[src/rtl/scl_gen_pkg.sv]
package scl_gen_pkg;
  typedef enum logic [1:0] {
    PH_IDLE = 2'd0,
    PH_LOW  = 2'd1,
    PH_HIGH = 2'd2
  } phase_t;

  localparam logic [1:0] SEL_MODE = 2'd0;
  localparam logic [1:0] SEL_LOW  = 2'd1;
  localparam logic [1:0] SEL_HIGH = 2'd2;
endpackage

[src/rtl/scl_line_filter.sv]
module scl_line_filter #(
  parameter int W = 2
) (
  input  logic         clk,
  input  logic         rst_n,
  input  logic [W-1:0] raw,
  output logic [W-1:0] filt
);
  for (genvar i = 0; i < W; i++) begin : g_line
    logic smp_q;
    logic lvl_q;
    always_ff @(posedge clk or negedge rst_n) begin
      if (!rst_n) begin
        smp_q <= 1'b1;
        lvl_q <= 1'b1;
      end else begin
        smp_q <= raw[i];
        if (smp_q == raw[i]) lvl_q <= raw[i];
      end
    end
    assign filt[i] = lvl_q;
  end
endmodule

[src/rtl/scl_prescaler.sv]
module scl_prescaler #(
  parameter int PSEL_W = 3
) (
  input  logic              clk,
  input  logic              rst_n,
  input  logic              clear,
  input  logic              run,
  input  logic [PSEL_W-1:0] psel,
  output logic              unit_tick,
  output logic              unit_first
);
  localparam int PC_W = (1 << PSEL_W) - 1;

  logic [PC_W-1:0] pcnt;
  logic [PC_W:0]   lim_w;
  logic [PC_W-1:0] lim;

  assign lim_w      = ((PC_W+1)'(1) << psel) - (PC_W+1)'(1);
  assign lim        = lim_w[PC_W-1:0];
  assign unit_tick  = (pcnt >= lim);
  assign unit_first = (pcnt == '0);

  always_ff @(posedge clk or negedge rst_n) begin
    if (!rst_n)       pcnt <= '0;
    else if (clear)   pcnt <= '0;
    else if (run)     pcnt <= unit_tick ? '0 : pcnt + PC_W'(1);
  end
endmodule

[src/rtl/scl_cfg_regs.sv]
module scl_cfg_regs import scl_gen_pkg::*; #(
  parameter int PSEL_W = 3,
  parameter int CNT_W  = 5,
  parameter int OVH0   = 4,
  parameter int OVHN   = 3,
  parameter int T_W    = 6
) (
  input  logic              clk,
  input  logic              rst_n,
  input  logic              we,
  input  logic [1:0]        sel,
  input  logic [7:0]        wdata,
  output logic [7:0]        rdata,
  output logic [PSEL_W-1:0] psel,
  output logic [T_W-1:0]    t_low,
  output logic [T_W-1:0]    t_high
);
  localparam int MODE_LSB = 4;
  localparam int WP_BIT   = 3;
  localparam int RSV_W    = 8 - CNT_W;

  logic [CNT_W-1:0] lo_q, hi_q;
  logic [T_W-1:0]   ovh;
  logic             unused_wbits;

  assign unused_wbits = wdata[7];

  always_ff @(posedge clk or negedge rst_n) begin
    if (!rst_n) begin
      psel <= '0;
      lo_q <= '0;
      hi_q <= '0;
    end else if (we) begin
      case (sel)
        SEL_MODE: if (wdata[WP_BIT]) psel <= wdata[MODE_LSB +: PSEL_W];
        SEL_LOW:  lo_q <= wdata[CNT_W-1:0];
        SEL_HIGH: hi_q <= wdata[CNT_W-1:0];
        default:  ;
      endcase
    end
  end

  always_comb begin
    case (sel)
      SEL_MODE: rdata = 8'({psel, 4'b0000});
      SEL_LOW:  rdata = {{RSV_W{1'b1}}, lo_q};
      SEL_HIGH: rdata = {{RSV_W{1'b1}}, hi_q};
      default:  rdata = '0;
    endcase
  end

  assign ovh    = (psel == '0) ? T_W'(OVH0) : T_W'(OVHN);
  assign t_low  = ((lo_q == '0) ? T_W'(1) : T_W'(lo_q)) + ovh;
  assign t_high = ((hi_q == '0) ? T_W'(1) : T_W'(hi_q)) + ovh;
endmodule

[src/rtl/scl_phase_ctrl.sv]
module scl_phase_ctrl import scl_gen_pkg::*; #(
  parameter int T_W = 6
) (
  input  logic           clk,
  input  logic           rst_n,
  input  logic           go,
  input  logic           unit_tick,
  input  logic           unit_first,
  input  logic           scl_f,
  input  logic [T_W-1:0] t_low,
  input  logic [T_W-1:0] t_high,
  output phase_t         phase,
  output logic           pre_run,
  output logic           pre_clear,
  output logic           chg_tick,
  output logic           smp_tick
);
  logic [T_W-1:0] cnt;
  logic [T_W-1:0] tgt;
  logic           hi_run;
  logic           hi_live;
  logic           unit_end;
  logic           last;

  assign hi_live   = (phase == PH_HIGH) && (hi_run || scl_f);
  assign pre_run   = (phase == PH_LOW) || hi_live;
  assign pre_clear = !go || (phase == PH_IDLE);
  assign unit_end  = pre_run && unit_tick;
  assign tgt       = (phase == PH_HIGH) ? t_high : t_low;
  assign last      = (cnt == tgt - T_W'(1));
  assign chg_tick  = (phase == PH_LOW) && unit_first && (cnt == (t_low >> 1));
  assign smp_tick  = hi_live && unit_first && (cnt == (t_high >> 1));

  always_ff @(posedge clk or negedge rst_n) begin
    if (!rst_n) begin
      phase  <= PH_IDLE;
      cnt    <= '0;
      hi_run <= 1'b0;
    end else if (!go) begin
      phase  <= PH_IDLE;
      cnt    <= '0;
      hi_run <= 1'b0;
    end else if (phase == PH_IDLE) begin
      phase <= PH_LOW;
      cnt   <= '0;
    end else begin
      if (hi_live) hi_run <= 1'b1;
      if (unit_end) begin
        if (last) begin
          phase  <= (phase == PH_LOW) ? PH_HIGH : PH_LOW;
          cnt    <= '0;
          hi_run <= 1'b0;
        end else begin
          cnt <= cnt + T_W'(1);
        end
      end
    end
  end
endmodule

[src/rtl/scl_rate_gen.sv]
module scl_rate_gen import scl_gen_pkg::*; #(
  parameter int PSEL_W = 3,
  parameter int CNT_W  = 5,
  parameter int OVH0   = 4,
  parameter int OVHN   = 3
) (
  input  logic       clk,
  input  logic       rst_n,
  input  logic       enable,
  input  logic       hold,
  input  logic       fmp_en,
  input  logic       reg_we,
  input  logic [1:0] reg_sel,
  input  logic [7:0] reg_wdata,
  output logic [7:0] reg_rdata,
  input  logic       scl_in,
  input  logic       sda_in,
  output logic       scl_drive_low,
  output logic       scl_filt,
  output logic       sda_filt,
  output logic       chg_tick,
  output logic       smp_tick,
  output logic       fmp_drive
);
  localparam int T_W = $clog2((1 << CNT_W) + OVH0);

  logic [PSEL_W-1:0] psel;
  logic [T_W-1:0]    t_low, t_high;
  logic              unit_tick, unit_first, pre_run, pre_clear;
  phase_t            phase;

  scl_cfg_regs #(.PSEL_W(PSEL_W), .CNT_W(CNT_W), .OVH0(OVH0), .OVHN(OVHN), .T_W(T_W)) u_regs (
    .clk(clk), .rst_n(rst_n), .we(reg_we), .sel(reg_sel), .wdata(reg_wdata),
    .rdata(reg_rdata), .psel(psel), .t_low(t_low), .t_high(t_high)
  );

  scl_line_filter #(.W(2)) u_filt (
    .clk(clk), .rst_n(rst_n), .raw({sda_in, scl_in}), .filt({sda_filt, scl_filt})
  );

  scl_prescaler #(.PSEL_W(PSEL_W)) u_pre (
    .clk(clk), .rst_n(rst_n), .clear(pre_clear), .run(pre_run), .psel(psel),
    .unit_tick(unit_tick), .unit_first(unit_first)
  );

  scl_phase_ctrl #(.T_W(T_W)) u_phase (
    .clk(clk), .rst_n(rst_n), .go(enable && !hold), .unit_tick(unit_tick),
    .unit_first(unit_first), .scl_f(scl_filt), .t_low(t_low), .t_high(t_high),
    .phase(phase), .pre_run(pre_run), .pre_clear(pre_clear),
    .chg_tick(chg_tick), .smp_tick(smp_tick)
  );

  assign scl_drive_low = (phase == PH_LOW);
  assign fmp_drive     = fmp_en;
endmodule

[config.mk]
export PLATFORM = sky130hd
export DESIGN_NAME = scl_rate_gen
export DESIGN_NICKNAME = d
export VERILOG_FILES = /design/src/rtl/scl_gen_pkg.sv /design/src/rtl/scl_line_filter.sv /design/src/rtl/scl_prescaler.sv /design/src/rtl/scl_cfg_regs.sv /design/src/rtl/scl_phase_ctrl.sv /design/src/rtl/scl_rate_gen.sv
export SDC_FILE = /design/constraint.sdc
export NUM_CORES = 1
export LEC_CHECK = 0
export ABC_AREA = 1
export BUFFER_PORTS_ARGS = -buffer_cell sky130_fd_sc_hd__buf_2
export CORE_AREA = 2 2 72 74
export CTS_CLUSTER_DIAMETER = 40
export DETAILED_ROUTE_END_ITERATION = 6
export DIE_AREA = 0 0 74 76
export GPL_TIMING_DRIVEN = 0
export PLACE_DENSITY = 0.81
export SYNTH_ARGS = -nofsm -noshare
export SYNTH_HDL_FRONTEND = slang
export SYNTH_SLANG_ARGS = --single-unit
[constraint.sdc]
create_clock -name clk -period 4.3 [get_ports clk]
set_input_delay 0.215 -clock clk [delete_from_list [all_inputs] [get_ports clk]]
set_output_delay 0.215 -clock clk [all_outputs]
set_load 0.005 [all_outputs]
# ---- Word-level counts from Yosys, hierarchy flattened
# Cells that the tools add are included.
dict set report word_totals {
  input_bits 18
  reg_bits 33
}
dict set report op_classes {
  n_addsub 6
  reduce_logical 23
  muxes 22
  n_eq_ne 12
  shift 1
  n_lt_le_gt_ge 1
}
# operator count
set ops {}
lappend ops {{2-to-1 mux 6 bit} 5}
lappend ops {{one-hot mux 8 bit (3 select lines)} 1}
lappend ops {{2-to-1 mux 7 bit} 3}
lappend ops {{adder 6 bit} 2}
lappend ops {{equality test 6 x 5 -> 1 bit} 2}
lappend ops {{logical NOT 5 bit} 2}
lappend ops {{2-to-1 mux 2 bit} 5}
lappend ops {{2-to-1 mux 5 bit} 2}
lappend ops {{adder 7 x 1 -> 7 bit (second input constant)} 1}
lappend ops {{greater-or-equal comparator 7 bit} 1}
lappend ops {{logical AND 1 bit} 7}
lappend ops {{logical NOT 7 bit} 1}
lappend ops {{<< shifter 1 x 3 -> 7 bit (first input constant)} 1}
lappend ops {{subtractor 7 x 2 -> 7 bit (second input constant)} 1}
lappend ops {{adder 6 x 1 -> 6 bit (second input constant)} 1}
lappend ops {{equality test 6 bit} 1}
lappend ops {{inequality test 3 bit (second input constant)} 2}
lappend ops {{AND reduction 2 bit} 3}
lappend ops {{subtractor 6 x 1 -> 6 bit (second input constant)} 1}
lappend ops {{2-to-1 mux 1 bit} 5}
lappend ops {{equality test 2 x 1 -> 1 bit (second input constant)} 2}
lappend ops {{equality test 2 bit (second input constant)} 2}
lappend ops {{logical NOT 2 bit} 2}
lappend ops {{logical NOT 3 bit} 1}
lappend ops {{other kinds (7)} 11}

# ---- Logic depth before layout (Yosys ltp)
dict set report depth {
  depth_word 10
  ltp_mapped 20
  ltp_nobuf 20
}

# ---- Modules after synthesis
# Synthesis repeated with hierarchy kept, for this count alone.
dict set report unflattened {
  cells_unflattened 426
  hier_area_um2 2871.5
}
# module instances cells_each area_each_um2
set modules_own_cells {}
lappend modules_own_cells {scl_cfg_regs 1 156 1062.3}
lappend modules_own_cells {scl_phase_ctrl 1 170 1031.0}
lappend modules_own_cells {scl_prescaler 1 81 598.1}
lappend modules_own_cells {scl_line_filter 1 14 152.6}
lappend modules_own_cells {scl_rate_gen 1 5 27.5}

# ---- Worst setup path after synthesis
# Ideal clock, no wire load.
dict set report synth_path {
  path_type {register -> register}
  startpoint {register u_regs.psel[2]}
  endpoint {register u_phase.phase[1]}
  period_less_slack_ns 2.987
  required_time_ns 4.183
  arrival_ns 2.870
  stages_incl_launch_ff 18
  path_slack_ns 1.313
  cell_sequence {dfrtp_1 > inv_1 > nand2_1 > ha_1 > fa_1 > nand2_1 > nand2_1 > inv_1 > ha_1 > xnor2_1 > a21oi_1 > nand2_1 > nor2_1 > nand2_1 > o21bai_4 > nand2_2 > nand2_1 > nand2_1}
}
dict set report synth_via {
  elab_chain_len 8
  word_cells_on_any_way 14
  cone_classes {add/sub (4); order compare (1); eq/ne (3); shift (1); mux (2); reduce/logical (3)}
}
# item line
set synth_rtl {}
lappend synth_rtl {{start, declared} scl_cfg_regs.sv:14} ;# output logic [PSEL_W-1:0] psel,
lappend synth_rtl {{start signal, assigned} scl_cfg_regs.sv:35} ;# SEL_MODE: if (wdata[WP_BIT]) psel <= wdata[MODE_LSB +: PSEL_W];
lappend synth_rtl {{logical NOT 3 bit} scl_cfg_regs.sv:52} ;# assign ovh = (psel == '0) ? T_W'(OVH0) : T_W'(OVHN);
lappend synth_rtl {{2-to-1 mux 3 bit} scl_cfg_regs.sv:52}
lappend synth_rtl {{adder 6 bit, on equally long branches} {scl_cfg_regs.sv:53, scl_cfg_regs.sv:54}}
lappend synth_rtl {{2-to-1 mux 6 bit} scl_phase_ctrl.sv:29} ;# assign tgt = (phase == PH_HIGH) ? t_high : t_low;
lappend synth_rtl {{subtractor 6 x 1 -> 6 bit} scl_phase_ctrl.sv:30} ;# assign last = (cnt == tgt - T_W'(1));
lappend synth_rtl {{equality test 6 bit} scl_phase_ctrl.sv:30}
lappend synth_rtl {{inequality test 3 bit (no line)} -}
lappend synth_rtl {{AND reduction 2 bit (no line) *} -}
lappend synth_rtl {{end signal, assigned} scl_phase_ctrl.sv:50} ;# phase <= (phase == PH_LOW) ? PH_HIGH : PH_LOW;
lappend synth_rtl {{end, declared} scl_phase_ctrl.sv:12} ;# output phase_t phase,
# Mark *: on every way between the ends. The rest lies on a longest branch, timed or not.
# A chain may end at the register's enable or synchronous reset.

# ---- Worst setup path in the final report
# Ends and elaborated chain as after synthesis.

==> run_results.csv <==
group,metric,value,unit
run_status,status,"finished with violations",
run_status,violations,"negative hold slack",
power,vdd_drop_max,0.000262,V
drt,drtIter0Drc,163,
sta,fmax,0.286,GHz
drt,drt-vias-per-instance,5.32,
yosys,synth_xor_area_share,5.35,%
yosys,ys_seq_area_share,29.9,%
critical_path,cp.arrival,3.68,ns
drt,firstDrtPassIters,5,
clocking,clock-sinks,33,
placed_design,gp_congestion,0.938,
critical_path,path_cells,"inv_1 -> nand2_1 -> ha_1 -> fa_1 -> nand2_1 -> nand2_1 -> inv_1 -> ha_1 -> xnor2_1 -> a21oi_1 -> nand2_1 -> nor2_1 -> nand2_1 -> o21bai_4 -> nand2_2 -> nand2_1 -> nand2_1",
critical_path,critPathCaptureType,"flop",
drt,drt_wl_total,6.23,mm
run,maxCapViolCount,0,
clocking,cts_max_level,2,
sta,finalHoldViolCount,13,
cells_and_area,n_antenna_cell,0,
cells_and_area,syn_to_final_growth,12.6,%
global_route,grt_pass1_wl,10.5,mm
yosys,syn-cell-area,2780,um^2
clocking,cts_resized,0,
yosys,yosys_warnings,0,
sta,rsz0062_at_grt,"no",
clocking,cts_tree,"built",
critical_path,cpMaxStageDelayCell,"fa_1",
sta,relSlewSlack,49.5,%
floorplan,die-area,5620,um^2
critical_path,critical_path_class,"reg -> reg",
critical_path,crit_start,"u_regs.psel[2]",
cells_and_area,fin_area,3130,um^2
critical_path,critPathMaxFanout,9,
critical_path,critical-path-max-stage-delay,0.61,ns
critical_path,reg2regPathDepth,17,
yosys,synthDistinctLibCells,34,
sta,period_needed,3.50,ns
critical_path,crit_top_cell,"nand2_1",
sta,finalSetupTns,0,ns
clocking,cts_root_buffer,"clkbuf_8",
yosys,ys_seq_elements,33,
global_route,antenna_found_initial,0,
floorplan,floorplan.die.height,76,um
placed_design,portBuffers,29,
placed_design,placed_area,3010,um^2
global_route,grt_usage,23.5,%
sta,setup_viol,0,
clocking,post_cts_buffers,0,
floorplan,core-area,4910,um^2
floorplan,rows,26,
power,p_leak,1.61,nW
cells_and_area,drive_above_1_share,14.4,%
yosys,syn-num-nets,441,
worst_hold_path,holdCritPathClass,"in -> async",
drt,drc,0,
sta,fin_skew,0.00965,ns
clocking,ctsLongestPathBuffers,2,
floorplan,ioPinCount,32,
clocking,cts_inserted_buffers,5,
yosys,synth_top_family_by_area,"simple AND/OR/NAND/NOR gates",
sta,slew_violations,0,
sta,timing.final.ws_setup,0.799,ns
critical_path,required,4.48,ns
placed_design,dp_hpwl,4.92,mm
yosys,muxShareOfSynthArea,0,%
floorplan,die_w,74,um
cells_and_area,nNetsFinal,477,
global_route,grt_max_degree,34,
drt,ant_nets,0,
sta,worst_pin_slew,0.757,ns
drt,num_vias,2692,
sta,hold_slack,-0.00535,ns
critical_path,worst_setup_path_start_kind,"flop",
power,powerDensity,355,nW/um^2
global_route,grt_pass1_vias,2440,
clocking,path_clk_slew,0.07,ns
floorplan,initial_utilization,56.6,%
clocking,clk_latency,0.29,ns
global_route,grt-ovfl-total,0,
yosys,yosys.area_share.adder,12.1,%
clocking,postCtsHoldBufs,0,
sta,layout_worst_path_cycle_share,81.4,%
yosys,synth_simple_gate_area_share,32.4,%
yosys,postSynthCellCount,399,
drt,wire_per_inst,12.3,um
placed_design,place_ws,0.802,ns
yosys,synth_compound_area_share,11.7,%
yosys,syn_area_per_cell,6.97,um^2
critical_path,reg2reg_from,"u_regs.psel[2]",
## flip-flops by register name (all words and copies together) (netlist names)
name / cells
u_phase.phase: 2
u_phase.hi_run: 1
u_regs.hi_q: 5
u_regs.psel: 3
u_pre.pcnt: 7
u_phase.cnt: 6
u_filt.g_line.lvl_q: 2
u_filt.g_line.smp_q: 2
u_regs.lo_q: 5
## synthesized netlist by cell type, drive strengths merged
cell type  instances  area (um^2)
maj3               2         20.0
a31o               3         26.3
or2                1         6.26
a21oi             20          100
dfstp              4          105
xor2              14          123
nor2              22         92.6
buf                3         17.5
o22ai              9         56.3
dfrtp             29          726
o2111ai            1         8.76
inv               53          199
o21bai             2         26.3
a2111oi            1         8.76
and2               1         6.26
nor3               7         35.0
ha                22          275
a21boi             1         7.51
o21a               1         7.51
fa                 2         40.0
nand3             47          240
o21ai             17         85.1
nand2            120          470
clkbuf             6         22.5
xnor2              3         26.3
nand4              8         50.1
## cells by family (layout without fill, tap and decap cells)
logic type                 count (synthesis)  count (layout)
AOI/OAI and AO/OA                         55              55
and+or+nand+nor                          206             206
buffers and inverters                     62              99
xor gates and xnor gates                  17              17
adders and majority gates                 26              26
DFF                                       33              33
## layer usage
layer | global-route usage (%) | vias up | wire length, um
met5 | 0 | - | 0
met4 | 6.73 | 0 | 116
met3 | 4.76 | 10 | 271
met2 | 37.5 | 62 | 2950
met1 | 32.2 | 1238 | 2890
li1 | - | 1382 | -
## worst max-delay path: cells and delay by family, from the launching register on
kind,cells,cell delay (ns)
xor gates and xnor gates,1,0.13
buffers and inverters,2,0.24
adders and majority gates,3,1.27
and+or+nand+nor,9,0.95
AOI/OAI and AO/OA,2,0.38
DFF,1,0.44
## cell usage in the layout (no fill, tap or decap), types with 8 or more instances in the layout
cell type	Yosys	layout
ha_1	22	22
nand3_1	46	46
a21oi_1	20	20
nand4_1	8	8
o22ai_1	9	9
nor2_1	20	20
dfrtp_1	29	29
xor2_1	14	14
inv_1	49	49
nand2_2	8	8
o21ai_0	16	16
buf_2	2	31
nand2_1	112	112
## final cells by class
| cell class | instances | area (um^2) |
|---|---|---|
| multi-input combinational | 304 | 1710 |
| fill | 439 | 1780 |
| clock buffer | 7 | 86.3 |
| inverter | 53 | 199 |
| clock inverter | 1 | 30.0 |
| timing repair buffer | 29 | 145 |
| buffer | 9 | 40.0 |
| tap | 70 | 87.6 |
| sequential | 33 | 831 |
## worst paths after layout
check | end | slack [ns]
setup reg to reg | u_phase.phase[1] | 0.80
min in group clk | u_filt.g_line[0].smp_q | 0.04
max in group asynchronous | u_regs.hi_q[4] | 3.82
setup / recovery | u_phase.phase[1] | 0.80
hold / removal | u_regs.lo_q[4] | -0.005
hold reg to reg | u_regs.hi_q[0] | 0.53
## through the flow
step                      std cells  utilization [%]  power [W]
after floorplan                 399                -   0.000701
after CTS                       506             63.7    0.00111
after global routing            506             63.7    0.00119
after detailed placement        498             61.4   0.000806
final                           506             63.7    0.00111
after global placement          498             61.4   0.000787
## report_power, final
part	switching [W]	total, W	internal, W
Sequential	0.0000268	0.000364	0.000337
Combinational	0.000274	0.000441	0.000167
Clock	0.000117	0.000306	0.000189
Total	0.000418	0.00111	0.000693
(Power assumes the default switching activity.)
